[src/rtl/i2c_probe_pkg.sv]
`timescale 1ns/1ps
package i2c_probe_pkg;

  localparam int          NUM_CHAINS = 3;
  localparam logic [7:0]  ADDR_NONE  = 8'hFF;

  typedef enum logic [1:0] {
    RES_NONE  = 2'd0,
    RES_OK    = 2'd1,
    RES_NODEV = 2'd2,
    RES_STUCK = 2'd3
  } probe_res_e;

  // Each state is one bus phase; the comment gives SCL/SDA enable.
  typedef enum logic [4:0] {
    SQ_IDLE,   // rel / rel
    SQ_RC_LO,  // low / rel   recovery clock low
    SQ_RC_HI,  // rel / rel   recovery clock high, sample SDA
    SQ_RC_S1,  // rel / low   START
    SQ_RC_S2,  // low / low
    SQ_RC_S3,  // rel / low
    SQ_RC_S4,  // rel / rel   STOP
    SQ_ST,     // rel / low   probe START
    SQ_WA,     // low / bit
    SQ_WB,     // rel / bit
    SQ_AA,     // low / rel
    SQ_AB,     // rel / rel   sample acknowledge
    SQ_RA,     // low / rel
    SQ_RB,     // rel / rel   read clock
    SQ_SP1,    // low / low
    SQ_SP2,    // rel / low
    SQ_SP3     // rel / rel   STOP
  } seq_state_e;

endpackage

[src/rtl/i2c_phase_timer.sv]
`timescale 1ns/1ps
module i2c_phase_timer #(
  parameter int PHASE_CYCLES = 125
) (
  input  logic clk,
  input  logic rst_n,
  input  logic run_i,
  output logic tick_o
);
  localparam int CW = $clog2(PHASE_CYCLES + 1);
  localparam logic [CW-1:0] LAST = CW'(PHASE_CYCLES - 1);

  logic [CW-1:0] cnt_q, cnt_d;

  always_comb begin
    if (!run_i)             cnt_d = '0;
    else if (cnt_q == LAST) cnt_d = '0;
    else                    cnt_d = cnt_q + 1'b1;
  end

  always_ff @(posedge clk or negedge rst_n) begin
    if (!rst_n) cnt_q <= '0;
    else        cnt_q <= cnt_d;
  end

  assign tick_o = run_i && (cnt_q == LAST);
endmodule

[src/rtl/i2c_chain_table.sv]
`timescale 1ns/1ps
module i2c_chain_table
  import i2c_probe_pkg::*;
(
  input  logic [1:0] probe_idx_i,
  input  logic [1:0] chain_i,
  output logic [7:0] probe_addr_o,
  output logic [7:0] eep_addr_o,
  output logic [7:0] sens_addr_o
);
  always_comb begin
    case (probe_idx_i)
      2'd0:    probe_addr_o = 8'hA4;
      2'd1:    probe_addr_o = 8'hA0;
      2'd2:    probe_addr_o = 8'hA2;
      default: probe_addr_o = ADDR_NONE;
    endcase
  end

  always_comb begin
    case (chain_i)
      2'd2:    begin eep_addr_o = 8'hA0;     sens_addr_o = 8'h98;     end
      2'd3:    begin eep_addr_o = 8'hA2;     sens_addr_o = 8'h98;     end
      default: begin eep_addr_o = ADDR_NONE; sens_addr_o = ADDR_NONE; end
    endcase
  end
endmodule

[src/rtl/i2c_chain_probe.sv]
`timescale 1ns/1ps
module i2c_chain_probe
  import i2c_probe_pkg::*;
#(
  parameter int PHASE_CYCLES    = 125,
  parameter int RECOVERY_CLOCKS = 9
) (
  input  logic       clk,
  input  logic       rst_n,
  input  logic       start_i,
  input  logic       sda_i,
  output logic       scl_oe_o,
  output logic       sda_oe_o,
  output logic       done_o,
  output logic [1:0] res_o,
  output logic [1:0] chain_o,
  output logic [7:0] eep_addr_o,
  output logic [7:0] sens_addr_o
);
  localparam int CNT_W = $clog2((RECOVERY_CLOCKS > 8) ? RECOVERY_CLOCKS : 8);
  localparam logic [CNT_W-1:0] REC_LAST  = CNT_W'(RECOVERY_CLOCKS - 1);
  localparam logic [CNT_W-1:0] BYTE_LAST = CNT_W'(7);
  localparam logic [1:0]       IDX_LAST  = 2'(NUM_CHAINS - 1);

  // reset: asserted asynchronously, released on the clock
  logic [1:0] rst_sync_q;
  logic       rst_in_n;
  always_ff @(posedge clk or negedge rst_n) begin
    if (!rst_n) rst_sync_q <= 2'b00;
    else        rst_sync_q <= {rst_sync_q[0], 1'b1};
  end
  assign rst_in_n = rst_sync_q[1];

  seq_state_e       state_q, state_d;
  logic [CNT_W-1:0] cnt_q, cnt_d;
  logic [1:0]       idx_q, idx_d, chain_q, chain_d;
  logic             post_q, post_d, done_q, done_d;
  probe_res_e       res_q, res_d;
  logic             tick, sda_s1_q, sda_s2_q;
  logic             scl_want, sda_want, scl_q, sda_p_q, sda_q;
  logic [7:0]       probe_addr, tx_sh;

  i2c_phase_timer #(.PHASE_CYCLES(PHASE_CYCLES)) u_timer (
    .clk(clk), .rst_n(rst_in_n), .run_i(state_q != SQ_IDLE), .tick_o(tick)
  );

  i2c_chain_table u_table (
    .probe_idx_i(idx_q), .chain_i(chain_q), .probe_addr_o(probe_addr),
    .eep_addr_o(eep_addr_o), .sens_addr_o(sens_addr_o)
  );

  assign tx_sh = (probe_addr | 8'h01) << cnt_q[2:0];

  // line enables for the current phase
  always_comb begin
    scl_want = 1'b0;
    sda_want = 1'b0;
    case (state_q)
      SQ_RC_LO, SQ_AA, SQ_RA:  scl_want = 1'b1;
      SQ_RC_S1, SQ_RC_S3,
      SQ_ST, SQ_SP2:           sda_want = 1'b1;
      SQ_RC_S2, SQ_SP1:        begin scl_want = 1'b1; sda_want = 1'b1; end
      SQ_WA:                   begin scl_want = 1'b1; sda_want = ~tx_sh[7]; end
      SQ_WB:                   sda_want = ~tx_sh[7];
      default:                 ;
    endcase
  end

  always_comb begin
    state_d = state_q;
    cnt_d   = cnt_q;
    idx_d   = idx_q;
    post_d  = post_q;
    chain_d = chain_q;
    res_d   = res_q;
    done_d  = 1'b0;
    if (state_q == SQ_IDLE) begin
      if (start_i) begin
        if (chain_q != 2'd0) begin
          done_d = 1'b1;
          res_d  = RES_OK;
        end else begin
          res_d   = RES_NONE;
          idx_d   = 2'd0;
          post_d  = 1'b0;
          cnt_d   = '0;
          state_d = SQ_RC_LO;
        end
      end
    end else if (tick) begin
      case (state_q)
        SQ_RC_LO: state_d = SQ_RC_HI;
        SQ_RC_HI: begin
          if (sda_s2_q) state_d = SQ_RC_S1;
          else if (cnt_q == REC_LAST) begin
            state_d = SQ_IDLE;
            done_d  = 1'b1;
            res_d   = post_q ? RES_OK : RES_STUCK;
            chain_d = post_q ? idx_q + 2'd1 : 2'd0;
          end else begin
            cnt_d   = cnt_q + 1'b1;
            state_d = SQ_RC_LO;
          end
        end
        SQ_RC_S1: state_d = SQ_RC_S2;
        SQ_RC_S2: state_d = SQ_RC_S3;
        SQ_RC_S3: state_d = SQ_RC_S4;
        SQ_RC_S4: begin
          if (post_q) begin
            state_d = SQ_IDLE;
            done_d  = 1'b1;
            res_d   = RES_OK;
            chain_d = idx_q + 2'd1;
          end else state_d = SQ_ST;
        end
        SQ_ST: begin cnt_d = '0; state_d = SQ_WA; end
        SQ_WA: state_d = SQ_WB;
        SQ_WB: begin
          if (cnt_q == BYTE_LAST) state_d = SQ_AA;
          else begin cnt_d = cnt_q + 1'b1; state_d = SQ_WA; end
        end
        SQ_AA: state_d = SQ_AB;
        SQ_AB: begin
          cnt_d = '0;
          if (!sda_s2_q) state_d = SQ_RA;
          else if (idx_q == IDX_LAST) begin
            state_d = SQ_IDLE;
            done_d  = 1'b1;
            res_d   = RES_NODEV;
          end else begin
            idx_d   = idx_q + 2'd1;
            state_d = SQ_RC_LO;
          end
        end
        SQ_RA: state_d = SQ_RB;
        SQ_RB: begin
          if (cnt_q == BYTE_LAST) state_d = SQ_SP1;
          else begin cnt_d = cnt_q + 1'b1; state_d = SQ_RA; end
        end
        SQ_SP1: state_d = SQ_SP2;
        SQ_SP2: state_d = SQ_SP3;
        SQ_SP3: begin
          cnt_d = '0;
          if (idx_q == 2'd0) begin
            post_d  = 1'b1;
            state_d = SQ_RC_LO;
          end else begin
            state_d = SQ_IDLE;
            done_d  = 1'b1;
            res_d   = RES_OK;
            chain_d = idx_q + 2'd1;
          end
        end
        default: state_d = SQ_IDLE;
      endcase
    end
  end

  always_ff @(posedge clk or negedge rst_in_n) begin
    if (!rst_in_n) begin
      state_q  <= SQ_IDLE;
      cnt_q    <= '0;
      idx_q    <= 2'd0;
      post_q   <= 1'b0;
      chain_q  <= 2'd0;
      res_q    <= RES_NONE;
      done_q   <= 1'b0;
      sda_s1_q <= 1'b1;
      sda_s2_q <= 1'b1;
      scl_q    <= 1'b0;
      sda_p_q  <= 1'b0;
      sda_q    <= 1'b0;
    end else begin
      state_q  <= state_d;
      cnt_q    <= cnt_d;
      idx_q    <= idx_d;
      post_q   <= post_d;
      chain_q  <= chain_d;
      res_q    <= res_d;
      done_q   <= done_d;
      sda_s1_q <= sda_i;
      sda_s2_q <= sda_s1_q;
      scl_q    <= scl_want;
      sda_p_q  <= sda_want;
      sda_q    <= sda_p_q;   // SDA moves one clock after SCL
    end
  end

  assign scl_oe_o = scl_q;
  assign sda_oe_o = sda_q;
  assign done_o   = done_q;
  assign res_o    = res_q;
  assign chain_o  = chain_q;
endmodule

[config.mk]
export PLATFORM = sky130hd
export DESIGN_NAME = i2c_chain_probe
export DESIGN_NICKNAME = d
export VERILOG_FILES = /design/src/rtl/i2c_probe_pkg.sv /design/src/rtl/i2c_phase_timer.sv /design/src/rtl/i2c_chain_table.sv /design/src/rtl/i2c_chain_probe.sv
export SDC_FILE = /design/constraint.sdc
export NUM_CORES = 1
export LEC_CHECK = 0
export BUFFER_PORTS_ARGS = -buffer_cell sky130_fd_sc_hd__buf_4
export CAP_MARGIN = 30
export CORE_UTILIZATION = 28
export DETAILED_ROUTE_END_ITERATION = 12
export PLACE_DENSITY = 0.44
export REMOVE_ABC_BUFFERS = 1
export SLEW_MARGIN = 15
export SYNTH_ARGS = -nofsm -noshare
export SYNTH_HDL_FRONTEND = slang
export SYNTH_HIERARCHICAL = 1
export SYNTH_SLANG_ARGS = --single-unit
[constraint.sdc]
create_clock -name clk -period 1 [get_ports clk]
set_input_delay 0.05 -clock clk [delete_from_list [all_inputs] [get_ports clk]]
set_output_delay 0.05 -clock clk [all_outputs]
set_load 0.03 [all_outputs]
==> metrics.txt <==
outcome finished with violations; largest net degree at the start of global routing 30; clock buffer count from CTS 5; Hold Vio Cnt, Final 0; Post-Route WL 6140 µm; syn_area_per_cell 9.00 µm²; CP max FO 4; data required time of the worst path 1180 ps; Post-Synthesis Cells 234; final core occ 45.9%; grt total ovfl 0; fraction of layout instances using a drive strength above 1 50.9%; Mapped Area 0.00211 mm²; vias 1,989; failing checks negative setup slack; ys async rst share 100%; chip height 88.7 µm; Clock Skew 2.68 ps; root buffer cell clkbuf_8; core area 0.00725 mm²; dpl hpwl 4050 µm; fill cell count 733; DRT antenna net count 0; H-Tree Level Count 2; max-slew violations 0; insertion delay to the later sink of the worst-skew pair 290 ps; Buffers on Ports 21; ys flop type dfrtp_1; Period minus WS final 2010 ps; Hold WC Path Type in2async; setup violators final 38; setup ws final -1010 ps; Vias per Instance 4.75; global-route wire length before repair 9760 µm; fin crit share 201%; vias in the first global route 2,043; Max-Cap Viols 0; post-synthesis sequential area ratio 36.9%; DRC 0; PD cells 810 mW/mm²; leak pwr 1.52 nW; Yosys reg bits 31; Die ar. 0.00788 mm²; detailed-route wire length per cell 14.6 µm; fmax 496 MHz; Unique masters post-synth 60; RD Place Congestion 0.803; CTS tree yes; Sink Count 31; Crit Path Category reg2reg; Starting Density 29.0%; RSZ-0062 raised after global routing true; initial antenna violation count 0; # IOs 27; CP endpoint kind flip-flop; GRT Util Overall 16.5%; Detailed Route Iter0 Violations 53; crit path DAT 2190 ps; Rows 31; nets@finish 331; Area Growth Syn to Fin 58.1%; startpoint class of the critical path flip-flop; Die X 88.7 µm; DR pass1 iterations 5; R2R cell count 6; ant diodes 0; IR drop worst, VDD 602 µV; Synth warnings 6; final hold slack 70.1 ps; clk slew on worst S/H paths 70 ps; Post-synth EDFFs 0; CTS Buffer Depth 2
routing by layer:
layer  vias to the layer above  track usage (%)  share of wire [%]
met3                         8             3.82                3.9
met5                         -                0                  0
li1                        975                -                  -
met4                         0             4.99                1.0
met2                        44             28.5                 51
met1                       962             20.3                 45
placed cells by master (no fill, tap or decap), types with 4 or more instances in the layout:
cell	netlist	final
nor2_2	1	4
conb_1	2	8
ha_1	8	7
inv_1	20	16
a21oi_1	11	10
clkbuf_8	0	6
nand3_1	6	4
buf_4	21	79
dfrtp_1	29	28
nor2_1	19	13
buf_12	0	4
buf_6	0	15
nand2_1	13	10
o21ai_0	10	6
final cells by class:
class	instances	area, µm²	share of cell area [%]
Tap cell	99	124	3.72
Timing Repair inverter	1	7.51	0.225
Inverter	20	78.8	2.37
Clock buffer	6	82.6	2.48
Clock inverter	2	35.0	1.05
Sequential cell	31	779	23.4
Timing Repair Buffer	101	890	26.7
Multi-Input combinational cell	159	1330	40.0
cell families after synthesis:
family | count (synthesis) | share of synthesized area [%]
simple gates | 75 | 19.5
compound gates | 57 | 19.6
buf+inv | 50 | 12.9
flops | 31 | 36.9
fa+ha+maj | 8 | 4.75
mux | 8 | 4.63
xor+xnor | 3 | 1.25
other cells | 2 | 0.356
power breakdown:
part	switching, mW	internal (mW)
clock	0.531	0.807
combinational	0.0627	0.0292
sequential	0.00431	1.26
total	0.598	2.10
worst paths after layout:
| kind | start | end | slack [ps] |
|---|---|---|---|
| max | state_q[0]$_DFFE_PN0P_ | cnt_q[0]$_DFFE_PN0P_ | -1010 |
| min | rst_n | rst_sync_q[1]$_DFF_PN0_ | 70 |
| max reg2reg | state_q[0]$_DFFE_PN0P_ | cnt_q[0]$_DFFE_PN0P_ | -1010 |
| min reg2reg | rst_sync_q[1]$_DFF_PN0_ | scl_oe_o$_DFF_PN0_ | 230 |
| max in group asynchronous | rst_sync_q[1]$_DFF_PN0_ | sda_s2_q$_DFF_PN1_ | 530 |
| min in group clk | start_i | done_o$_DFF_PN0_ | 180 |
synth_stat cells (all sizes together), types with 3 or more instances:
library cell	instances	share of area [%]
nand2b	4	1.2
nor2	20	3.7
clkbuf	3	0.53
nor2b	3	0.89
o22ai	4	1.2
nand3b	3	1.1
mux2	4	2.1
nand2	13	2.3
a21oi	12	3.0
o21ai	12	3.4
ha	8	4.8
mux2i	3	1.4
nor4	4	1.5
o31ai	5	1.8
a211oi	4	2.1
o21a	3	1.1
inv	20	3.6
dfrtp	29	34
nor3	5	1.2
buf	27	8.8
nand3	6	1.4
metrics by stage:
| step | instances | TNS [ps] | total power, mW | setup WS [ps] | instance area [µm²] |
|---|---|---|---|---|---|
| detailed placement | 397 | -24790 | 1.38 | -1320 | 2730 |
| global route | 419 | -26440 | 2.80 | -1080 | 3330 |
| CTS | 417 | -23380 | 2.74 | -1020 | 3240 |
| global placement | 397 | -23930 | 1.38 | -1220 | 2730 |
| floorplan | 210 | -42060 | 1.34 | -1520 | 1930 |
| finish | 419 | -23940 | 2.70 | -1010 | 3330 |
what timing repair did:
item,4_1_cts,5_1_grt
gates resized for setup,68,20
cloned,2,0
pin swaps,26,16
hold endpoints to repair,3,0
setup endpoints to repair,39,39
setup buffers,11,6
hold buffers,2,0
critical path, cell delays in order, from the launching register on:
cell and delay, ps:
dfrtp_1 380, or4_4 560, buf_4 180, o21ai_4 250
a211oi_4 120, and2_4 160, mux2_4 260
sequential cells by signal, indices dropped and copies added, names as in the netlist:
register,flops
u_timer/cnt_q,7
state_q,5
cnt_q,4
chain_o,2
idx_q,2
res_o,2
rst_sync_q,2
done_o,1
post_q,1
scl_oe_o,1
sda_oe_o,1
sda_p_q,1
sda_s1_q,1
sda_s2_q,1
(Power assumes the default switching activity.)
